==> src/rtl/tmr8_pkg.sv <==
package tmr8_pkg;
  localparam int DATA_W   = 8;
  localparam int IDX_W    = 3;

  typedef enum logic [IDX_W-1:0] {
    RG_CTRL = 3'd0,
    RG_STAT = 3'd1,
    RG_CMPA = 3'd2,
    RG_CMPB = 3'd3,
    RG_CNT  = 3'd4
  } reg_idx_e;

  typedef enum logic [1:0] {
    CLR_OFF  = 2'b00,
    CLR_ON_A = 2'b01,
    CLR_ON_B = 2'b10,
    CLR_RSV  = 2'b11
  } clr_mode_e;

  // control register fields
  localparam int CT_IE_OVF = 5;
  localparam int CT_IE_A   = 6;
  localparam int CT_IE_B   = 7;
  // status register flags
  localparam int ST_OVF    = 5;
  localparam int ST_A      = 6;
  localparam int ST_B      = 7;
endpackage

==> src/rtl/tmr8_prescaler.sv <==
module tmr8_prescaler #(
  parameter int TAP0_LOG2 = 3,
  parameter int TAP1_LOG2 = 6,
  parameter int TAP2_LOG2 = 13
) (
  input  logic       clk,
  input  logic       rst_n,
  output logic [2:0] tick_o
);
  localparam int DIV_W = TAP2_LOG2;
  localparam int TAP_LOG2 [3] = '{TAP0_LOG2, TAP1_LOG2, TAP2_LOG2};

  logic [DIV_W-1:0] div_q, div_d;

  always_comb div_d = div_q + {{(DIV_W-1){1'b0}}, 1'b1};

  always_ff @(posedge clk or negedge rst_n) begin
    if (!rst_n) div_q <= '0;
    else        div_q <= div_d;
  end

  for (genvar g = 0; g < 3; g++) begin : g_tap
    assign tick_o[g] = &div_q[TAP_LOG2[g]-1:0];
  end

  // slower taps are nested in faster ones
  p_tap_nest_hi_r1: assert property (@(posedge clk) disable iff (!rst_n)
    tick_o[2] |-> tick_o[1]);
  p_tap_nest_lo_r1: assert property (@(posedge clk) disable iff (!rst_n)
    tick_o[1] |-> tick_o[0]);
endmodule

==> src/rtl/tmr8_channel.sv <==
module tmr8_channel
  import tmr8_pkg::*;
(
  input  logic              clk,
  input  logic              rst_n,
  input  logic [2:0]        tick_i,
  input  logic              wr_en_i,
  input  logic [IDX_W-1:0]  idx_i,
  input  logic [DATA_W-1:0] wdata_i,
  output logic [DATA_W-1:0] rdata_o,
  output logic              irq_a_o,
  output logic              irq_b_o,
  output logic              irq_ovf_o
);
  localparam logic [DATA_W-1:0] ALL1 = {DATA_W{1'b1}};

  logic [DATA_W-1:0] ctrl_q, stat_q, cmpa_q, cmpb_q, cnt_q;
  logic [DATA_W-1:0] ctrl_d, stat_d, cmpa_d, cmpb_d, cnt_d;
  logic              tick_sel, ge_a, ge_b, clr_now, ovf_now, wr_cnt;
  clr_mode_e         mode;

  always_comb begin
    unique case (ctrl_q[2:0])
      3'd1:    tick_sel = tick_i[0];
      3'd2:    tick_sel = tick_i[1];
      3'd3:    tick_sel = tick_i[2];
      default: tick_sel = 1'b0;
    endcase
  end

  always_comb begin
    mode    = clr_mode_e'(ctrl_q[4:3]);
    ge_a    = cnt_q >= cmpa_q;
    ge_b    = cnt_q >= cmpb_q;
    clr_now = tick_sel && (((mode == CLR_ON_A) && ge_a) ||
                           ((mode == CLR_ON_B) && ge_b));
    ovf_now = tick_sel && !clr_now && (cnt_q == ALL1);
    wr_cnt  = wr_en_i && (idx_i == RG_CNT);
  end

  // next-state
  always_comb begin
    ctrl_d = ctrl_q;
    cmpa_d = cmpa_q;
    cmpb_d = cmpb_q;
    stat_d = stat_q;
    if (clr_now)       cnt_d = '0;
    else if (tick_sel) cnt_d = cnt_q + {{(DATA_W-1){1'b0}}, 1'b1};
    else               cnt_d = cnt_q;
    if (wr_en_i) begin
      case (idx_i)
        RG_CTRL: ctrl_d = wdata_i;
        RG_STAT: stat_d = {stat_q[7:5] & wdata_i[7:5], wdata_i[4:0]};
        RG_CMPA: cmpa_d = wdata_i;
        RG_CMPB: cmpb_d = wdata_i;
        RG_CNT:  cnt_d  = wdata_i;
        default: ;
      endcase
    end
    stat_d[ST_A]   = stat_d[ST_A]   | ge_a;
    stat_d[ST_B]   = stat_d[ST_B]   | ge_b;
    stat_d[ST_OVF] = stat_d[ST_OVF] | ovf_now;
  end

  always_ff @(posedge clk or negedge rst_n) begin
    if (!rst_n) begin
      ctrl_q <= '0;
      stat_q <= '0;
      cmpa_q <= ALL1;
      cmpb_q <= ALL1;
      cnt_q  <= '0;
    end else begin
      ctrl_q <= ctrl_d;
      stat_q <= stat_d;
      cmpa_q <= cmpa_d;
      cmpb_q <= cmpb_d;
      cnt_q  <= cnt_d;
    end
  end

  always_comb begin
    case (idx_i)
      RG_CTRL: rdata_o = ctrl_q;
      RG_STAT: rdata_o = stat_q;
      RG_CMPA: rdata_o = cmpa_q;
      RG_CMPB: rdata_o = cmpb_q;
      RG_CNT:  rdata_o = cnt_q;
      default: rdata_o = '0;
    endcase
  end

  assign irq_a_o   = stat_q[ST_A]   & ctrl_q[CT_IE_A];
  assign irq_b_o   = stat_q[ST_B]   & ctrl_q[CT_IE_B];
  assign irq_ovf_o = stat_q[ST_OVF] & ctrl_q[CT_IE_OVF];

  p_cnt_hold_r1: assert property (@(posedge clk) disable iff (!rst_n)
    (!tick_sel && !wr_cnt) |=> $stable(cnt_q));
  p_ovf_set_r2: assert property (@(posedge clk) disable iff (!rst_n)
    (tick_sel && !clr_now && !wr_cnt && cnt_q == ALL1) |=> (stat_q[ST_OVF] && cnt_q == '0));
  p_flag_a_cause_r3: assert property (@(posedge clk) disable iff (!rst_n)
    (!stat_q[ST_A] && !ge_a) |=> !stat_q[ST_A]);
  p_clear_r4: assert property (@(posedge clk) disable iff (!rst_n)
    (clr_now && !wr_cnt) |=> (cnt_q == '0 && !$rose(stat_q[ST_OVF])));
  p_cnt_write_r9: assert property (@(posedge clk) disable iff (!rst_n)
    wr_cnt |=> (cnt_q == $past(wdata_i)));
endmodule

==> src/rtl/tmr8_pair.sv <==
module tmr8_pair
  import tmr8_pkg::*;
#(
  parameter int NCH    = 2,
  parameter int ADDR_W = $clog2(NCH) + IDX_W
) (
  input  logic              clk,
  input  logic              rst_n,
  input  logic              wr_en,
  input  logic [ADDR_W-1:0] addr,
  input  logic [DATA_W-1:0] wdata,
  output logic [DATA_W-1:0] rdata,
  output logic [NCH-1:0]    irq_cmpa,
  output logic [NCH-1:0]    irq_cmpb,
  output logic [NCH-1:0]    irq_ovf
);
  localparam int CH_W = ADDR_W - IDX_W;

  logic [2:0]        tick;
  logic [CH_W-1:0]   ch_sel;
  logic [IDX_W-1:0]  idx;
  logic [DATA_W-1:0] ch_rd [NCH];

  assign ch_sel = addr[ADDR_W-1:IDX_W];
  assign idx    = addr[IDX_W-1:0];

  tmr8_prescaler u_pre (
    .clk    (clk),
    .rst_n  (rst_n),
    .tick_o (tick)
  );

  for (genvar g = 0; g < NCH; g++) begin : g_ch
    tmr8_channel u_ch (
      .clk       (clk),
      .rst_n     (rst_n),
      .tick_i    (tick),
      .wr_en_i   (wr_en && (ch_sel == CH_W'(g))),
      .idx_i     (idx),
      .wdata_i   (wdata),
      .rdata_o   (ch_rd[g]),
      .irq_a_o   (irq_cmpa[g]),
      .irq_b_o   (irq_cmpb[g]),
      .irq_ovf_o (irq_ovf[g])
    );
  end

  always_comb begin
    rdata = '0;
    for (int i = 0; i < NCH; i++)
      if (ch_sel == CH_W'(i)) rdata = ch_rd[i];
  end
endmodule

==> config.mk <==
export PLATFORM = sky130hd
export DESIGN_NAME = tmr8_pair
export DESIGN_NICKNAME = d
export VERILOG_FILES = /design/src/rtl/tmr8_pkg.sv /design/src/rtl/tmr8_prescaler.sv /design/src/rtl/tmr8_channel.sv /design/src/rtl/tmr8_pair.sv
export SDC_FILE = /design/constraint.sdc
export NUM_CORES = 1
export LEC_CHECK = 0
export ABC_AREA = 1
export ABC_CLOCK_PERIOD_IN_PS = 4000
export BUFFER_PORTS_ARGS = -buffer_cell sky130_fd_sc_hd__buf_2
export CAP_MARGIN = 20
export CORE_MARGIN = 4
export CORE_UTILIZATION = 35
export CTS_CLUSTER_DIAMETER = 50
export CTS_CLUSTER_SIZE = 24
export DETAILED_ROUTE_END_ITERATION = 7
export SETUP_SLACK_MARGIN = 0.05
export SYNTH_ARGS = -nofsm -noshare
export SYNTH_HDL_FRONTEND = slang
export SYNTH_HIERARCHICAL = 1
export SYNTH_SLANG_ARGS = --single-unit
==> constraint.sdc <==
create_clock -name clk -period 4 [get_ports clk]
set_input_delay 0.2 -clock clk [delete_from_list [all_inputs] [get_ports clk]]
set_output_delay 0.2 -clock clk [all_outputs]
set_load 0.05 [all_outputs]
### After elaboration in Yosys (flattened, before gate mapping)

Index checks and enable logic that the tools add are counted.

* equal/unequal tests: 16
* mux-type cells: 17
* $add $sub $neg: 3
* magnitude comparators: 4
* reduce and logical (&&, ||, !) cells: 28
* bitwise operators: 15

Operators by type and width (number)
* 8-bit two-way mux: 13
* 8-bit one-hot mux with 5 select lines: 2
* 8-bit greater-or-equal comparator: 4
* 3-bit by 2-bit == test with 1-bit output, second input constant: 6
* 8-bit by 1-bit adder with 8-bit output, second input constant: 2
* 8-bit == test, second input constant: 2
* 2-bit AND reduction: 8
* 13-bit by 1-bit adder with 13-bit output, second input constant: 1
* 13-bit AND reduction: 1
* 1-bit logical AND: 12
* 3-bit by 1-bit == test with 1-bit output, second input constant: 3
* 1-bit AND: 6
* 3-bit AND: 2
* 1-bit bitwise OR: 6
* 1-bit one-hot mux with 3 select lines: 2
* 6-bit AND reduction: 1
* 2-bit by 1-bit == test with 1-bit output, second input constant: 2
* 2-bit == test, second input constant: 2
* 3-bit == test, second input constant: 1
* 3-bit zero test: 1
* 3-bit AND reduction: 1
* 1-bit zero test: 2
* 1-bit logical OR: 2
* 1-bit NOT: 1

* input port bits: 15
* output and inout bits: 14
* flip-flop bits (word level): 93

### Logic depth before layout (Yosys ltp)

* depth after elaboration: 8
* gate-level depth with buffers: 15
* depth with buffers taken out: 14

### By module

The synthesis kept the hierarchy.

By module, submodules not included
* tmr8_channel: area an instance 2663.8 sq um, times used 2, cells an instance 334, sequential area each 1021.0 sq um
* tmr8_prescaler: area an instance 639.4 sq um, times used 1, cells an instance 69, sequential area each 325.3 sq um
* tmr8_pair: area an instance 116.4 sq um, times used 1, cells an instance 30, sequential area each 0.0 sq um

### Worst setup path after synthesis

OpenSTA, ideal clock, no wires.

* kind: register to register
* from: register u_pre.div_q[0]
* to: register g_ch[0].u_ch.cnt_q[0]
* data required time: 3.881 ns
* stages on the path, launching flop included: 14
* slack: 2.205 ns
* path buffers: 1
* arrival time: 1.676 ns
* path through: dfrtp_1 > ha_1 > nand2_1 > nor2_2 > nand3_1 > nor2_1 > inv_1 > nand2_1 > nand4_1 > nand2_1 > buf_2 > nand2_1 > nand3_1 > nand2_1

* cells in the longest elaborated chain, start to end: 6

RTL lines
* start, declared: RTL line tmr8_prescaler.sv:13 `logic [DIV_W-1:0] div_q, div_d;`
* start signal, assigned: RTL line tmr8_prescaler.sv:19 `else div_q <= div_d;`
* 13-bit AND reduction (*): RTL line tmr8_prescaler.sv:23 `assign tick_o[g] = &div_q[TAP_LOG2[g]-1:0];`
* via tick[2]: RTL line tmr8_pair.sv:19 `logic [2:0] tick;`
* 1-bit one-hot mux with 3 select lines (*): RTL line tmr8_channel.sv:23 `unique case (ctrl_q[2:0])`
* 8-bit two-way mux or 1-bit logical AND (tied branches): RTL line tmr8_channel.sv:48, tmr8_channel.sv:35
* 8-bit two-way mux (*): RTL line tmr8_channel.sv:47 `if (clr_now) cnt_d = '0;`
* 8-bit two-way mux: RTL line tmr8_channel.sv:51 `case (idx_i)`
* 8-bit two-way mux (*): RTL line tmr8_channel.sv:50 `if (wr_en_i) begin`
* via g_ch[0].u_ch.cnt_d[0]: RTL line tmr8_channel.sv:18 `logic [DATA_W-1:0] ctrl_d, stat_d, cmpa_d, cmpb_d, cnt_d;`
* end signal, assigned: RTL line tmr8_channel.sv:77 `cnt_q <= cnt_d;`
* end, declared: RTL line tmr8_channel.sv:17 `logic [DATA_W-1:0] ctrl_q, stat_q, cmpa_q, cmpb_q, cnt_q;`

The timed path passes the listed nets; every way through them passes the cells marked *.
A chain may end at the register's enable or synchronous reset.

### Worst setup path in the final report

* from: register u_pre.div_q[1]
* to: register g_ch[0].u_ch.cnt_q[2]

Same word-level chain as after synthesis.

==> run_results.csv <==
group,metric,value,unit
outcome,status,"complete, no violations",
worst_setup_path,crit_start,"u_pre/div_q[1]$_DFF_PN0_",
clock_tree,cts_tree,"done",
clock_tree,htree_num_levels,3,
global_route,grt_max_degree,76,
worst_setup_path,rrSetupSlack,1720,ps
finish,multi_input_area,3150,um2
power,clkPwrFrac,0.225,
finish,fin_cells,1021,
clock_tree,clkSinkCount,93,
finish,ff_latch_area,2370,um2
power,p_int,0.00215,W
die,die_area,19600,um2
yosys,synthTopCellsByArea,"dfrtp_1 25%, nand2_1 15%, dfstp_2 14%",
yosys,yosys-top-cells-count,"248 x nand2_1, 109 x inv_1, 61 x dfrtp_1",
power,power_density,548,nW/um2
sta,finalHoldViolCount,0,
clock_tree,clk_path_buf_depth,2,
global_route,grt_use_total,0.167,
sta,slew_headroom,0.341,
finish,drive_gt1_frac,0.216,
routing,wirelength,15800,um
yosys,syn-cell-area,6080,um2
die,rows,47,
routing,vias_per_cell,4.90,
clock_tree,clock_latency,350,ps
sta,fin_crit,2280,ps
power,vdd_drop_max,0.305,mV
finish,fill_cells,1741,
global_route,grt.overflow.total,0,
die,start_util,0.362,
routing,first_pass_iters,5,
sta,slew_viol_final,0,
die,die_h,140,um
die,die_w,140,um
worst_setup_path,crit_path_start_kind,"flop",
worst_setup_path,crit_slowest_cell,"dfrtp_1",
yosys,syn_nets,818,
sta,fin_crit_sh,0.569,
worst_setup_path,path_cells,"ha_1 > nand2_1 > nor2_2 > nand3_1 > nor2_1 > inv_1 > nand2_1 > nand4_1 > nand2_1 > nand2_1 > nand3_1 > nand2_1",
yosys,synth.largest_area_cell,"dfrtp_1",
sta,rsz0062_at_grt,"false",
worst_setup_path,cp.required,4230,ps
sta,finClkSkew,9.42,ps
power,p_seq_frac,0.400,
clock_tree,cts_resized,0,
worst_setup_path,critPathKind,"flop to flop",
routing,drt_iter0_drc,373,
finish,layout.nets,847,
worst_setup_path,crit_arrival,2510,ps
clock_tree,cts-buffers-inserted,9,
sta,fmax,439,MHz
worst_setup_path,worstSetupEndpoint,"g_ch[0].u_ch/cnt_q[2]$_DFF_PN0_",
global_route,antenna_found_initial,0,
clock_tree,root_buffer,"clkbuf_16",
sta,setup_tns,0,ps
power,p_sw_frac,0.412,
routing,vias,4999,
routing,post-route-drc-count,0,
yosys,synthArstFlopShare,1.00,
placement,hpwl,11800,um
yosys,synth-seq-area-share,0.389,
yosys,syn_area_per_cell,7.93,um2
routing,ant_nets,0,
clock_tree,path_clk_slew,70,ps
clock_tree,cts_setup_buffers,0,
power,combPwrFrac,0.375,
worst_setup_path,reg2reg_depth,12,
finish,diodes,0,
sta,setup_violations,0,
worst_setup_path,worst_path_most_repeated_cell,"nand2_1",
yosys,yosysMostFrequentCell,"nand2_1",
clock_tree,hold_buffers,0,
yosys,ys_seq_elements,93,
yosys,yosysWarnings,6,
global_route,first_global_vias,4697,
global_route,grt_pass1_wl,25900,um
yosys,synthDominantCellAreaShare,0.251,
yosys,synthCells,767,
placement,io_buffers,28,
routing,wl_per_cell,15.5,um
yosys,ys.flop_type,"dfrtp_1",
worst_setup_path,worst_setup_path_end_kind,"flop",
yosys,synth_edf_count,0,
die,io_pins,29,
worst_setup_path,rr_startpoint,"u_pre/div_q[1]$_DFF_PN0_",
sta,tightest_slew,988,ps
power,p_leak,3.36,nW
worst_setup_path,cpPeakStageDelay,390,ps
finish,syn2layout_area_growth,9.79,%
placement,gp_congestion,0.894,
yosys,synthDistinctLibCells,33,
worst_setup_path,regToRegEndpoint,"g_ch[0].u_ch/cnt_q[2]$_DFF_PN0_",
worst_setup_path,cp_max_fo,12,
placement,dp.cells,1005,
die,coreArea,16800,um2
job,cap_violations,0,
power,switchingPower,0.00151,W
min_path,worstHoldPathType,"primary input to asynchronous set/reset pin",
per-layer routing:
metal  track usage  share of wire  vias to the layer above
met4        0.0592          0.024                        0
met5             0              0                        -
met2         0.243           0.43                      123
li1              -              -                     2510
met3        0.0295          0.057                       21
met1         0.250           0.49                     2345
cell families after synthesis:
group                      share of synthesized area
AOI/OAI and AO/OA                              0.137
buffers and inverters                         0.0932
adders and majority gates                     0.0740
xor gates and xnor gates                      0.0288
DFF                                            0.389
and+or+nand+nor                                0.278
state kept, by name, indices dropped and copies added (netlist names):
register          count
g_ch.u_ch/cmpb_q     16
g_ch.u_ch/cnt_q      16
g_ch.u_ch/stat_q     16
g_ch.u_ch/cmpa_q     16
g_ch.u_ch/ctrl_q     16
u_pre/div_q          13
worst max-delay path, delay by kind of cell, from the launching register on:
kind / cells / cell delay (ps)
AND/OR/NAND/NOR: 10 / 1480
flip-flops: 1 / 390
adder cells (fa/ha/maj): 1 / 230
buffers and inverters: 1 / 60
cell type report:
type,instances,share of cell area
Clock buffer,11,0.0363
Clock inverter,5,0.00525
Inverter,121,0.0688
Multi-Input combinational cell,542,0.472
Sequential cell,93,0.354
Tap cell,220,0.0412
Timing Repair Buffer,29,0.0225
worst min-delay path by stage:
stage | endpoint | slack, ps | startpoint | cells past startpoint
5_1_grt | g_ch[0].u_ch/ctrl_q[6]$_DFFE_PN0P_ | 110 | rst_n | 1
4_1_cts | g_ch[0].u_ch/stat_q[6]$_DFF_PN0_ | 70 | rst_n | 1
2_1_floorplan | g_ch[0].u_ch/cnt_q[0]$_DFF_PN0_ | -100 | rst_n | 0
6_report | g_ch[0].u_ch/stat_q[6]$_DFF_PN0_ | 20 | rst_n | 1
3_3_place_gp | g_ch[0].u_ch/ctrl_q[7]$_DFFE_PN0P_ | 440 | rst_n | 1
3_5_place_dp | g_ch[0].u_ch/ctrl_q[7]$_DFFE_PN0P_ | 440 | rst_n | 1
per-stage QoR:
| step | worst slack (ps) | area [um2] | utilization | power (W) | hold slack (ps) |
|---|---|---|---|---|---|
| floorplan | 2200 | 6080 | - | 0.00245 | -95.6 |
| global placement | 1860 | 6400 | 0.381 | 0.00281 | 436 |
| detailed placement | 1760 | 6400 | 0.381 | 0.00283 | 442 |
| CTS | 1750 | 6680 | 0.397 | 0.00368 | 68.9 |
| global route | 1490 | 6680 | 0.397 | 0.00398 | 106 |
| finish | 1720 | 6680 | 0.397 | 0.00366 | 24.7 |
placed cells by master, fill, tap and decap left out, types with 9 or more instances in the layout:
master / netlist / routed
a21oi_1: 18 / 18
buf_2: 2 / 27
clkbuf_16: 0 / 9
dfrtp_1: 61 / 61
dfstp_2: 32 / 32
ha_1: 36 / 36
inv_1: 109 / 109
nand2_1: 248 / 248
nand2_2: 17 / 17
nand2_4: 12 / 12
nand3_1: 29 / 29
nor2_1: 28 / 28
o21ai_0: 20 / 20
o21ai_1: 18 / 18
o21ai_2: 40 / 40
o221ai_1: 10 / 10
xor2_1: 19 / 19
power by group through the flow:
| stage | clock [W] | combinational, W | sequential, W |
|---|---|---|---|
| 4_1_cts | 0.000846 | 0.00137 | 0.00146 |
| 2_1_floorplan | 0 | 0.00107 | 0.00137 |
| 3_5_place_dp | 0 | 0.00137 | 0.00147 |
| 3_3_place_gp | 0 | 0.00134 | 0.00147 |
| 6_report | 0.000821 | 0.00137 | 0.00146 |
| 5_1_grt | 0.000881 | 0.00160 | 0.00150 |
Power figures use the tool's default switching activity.
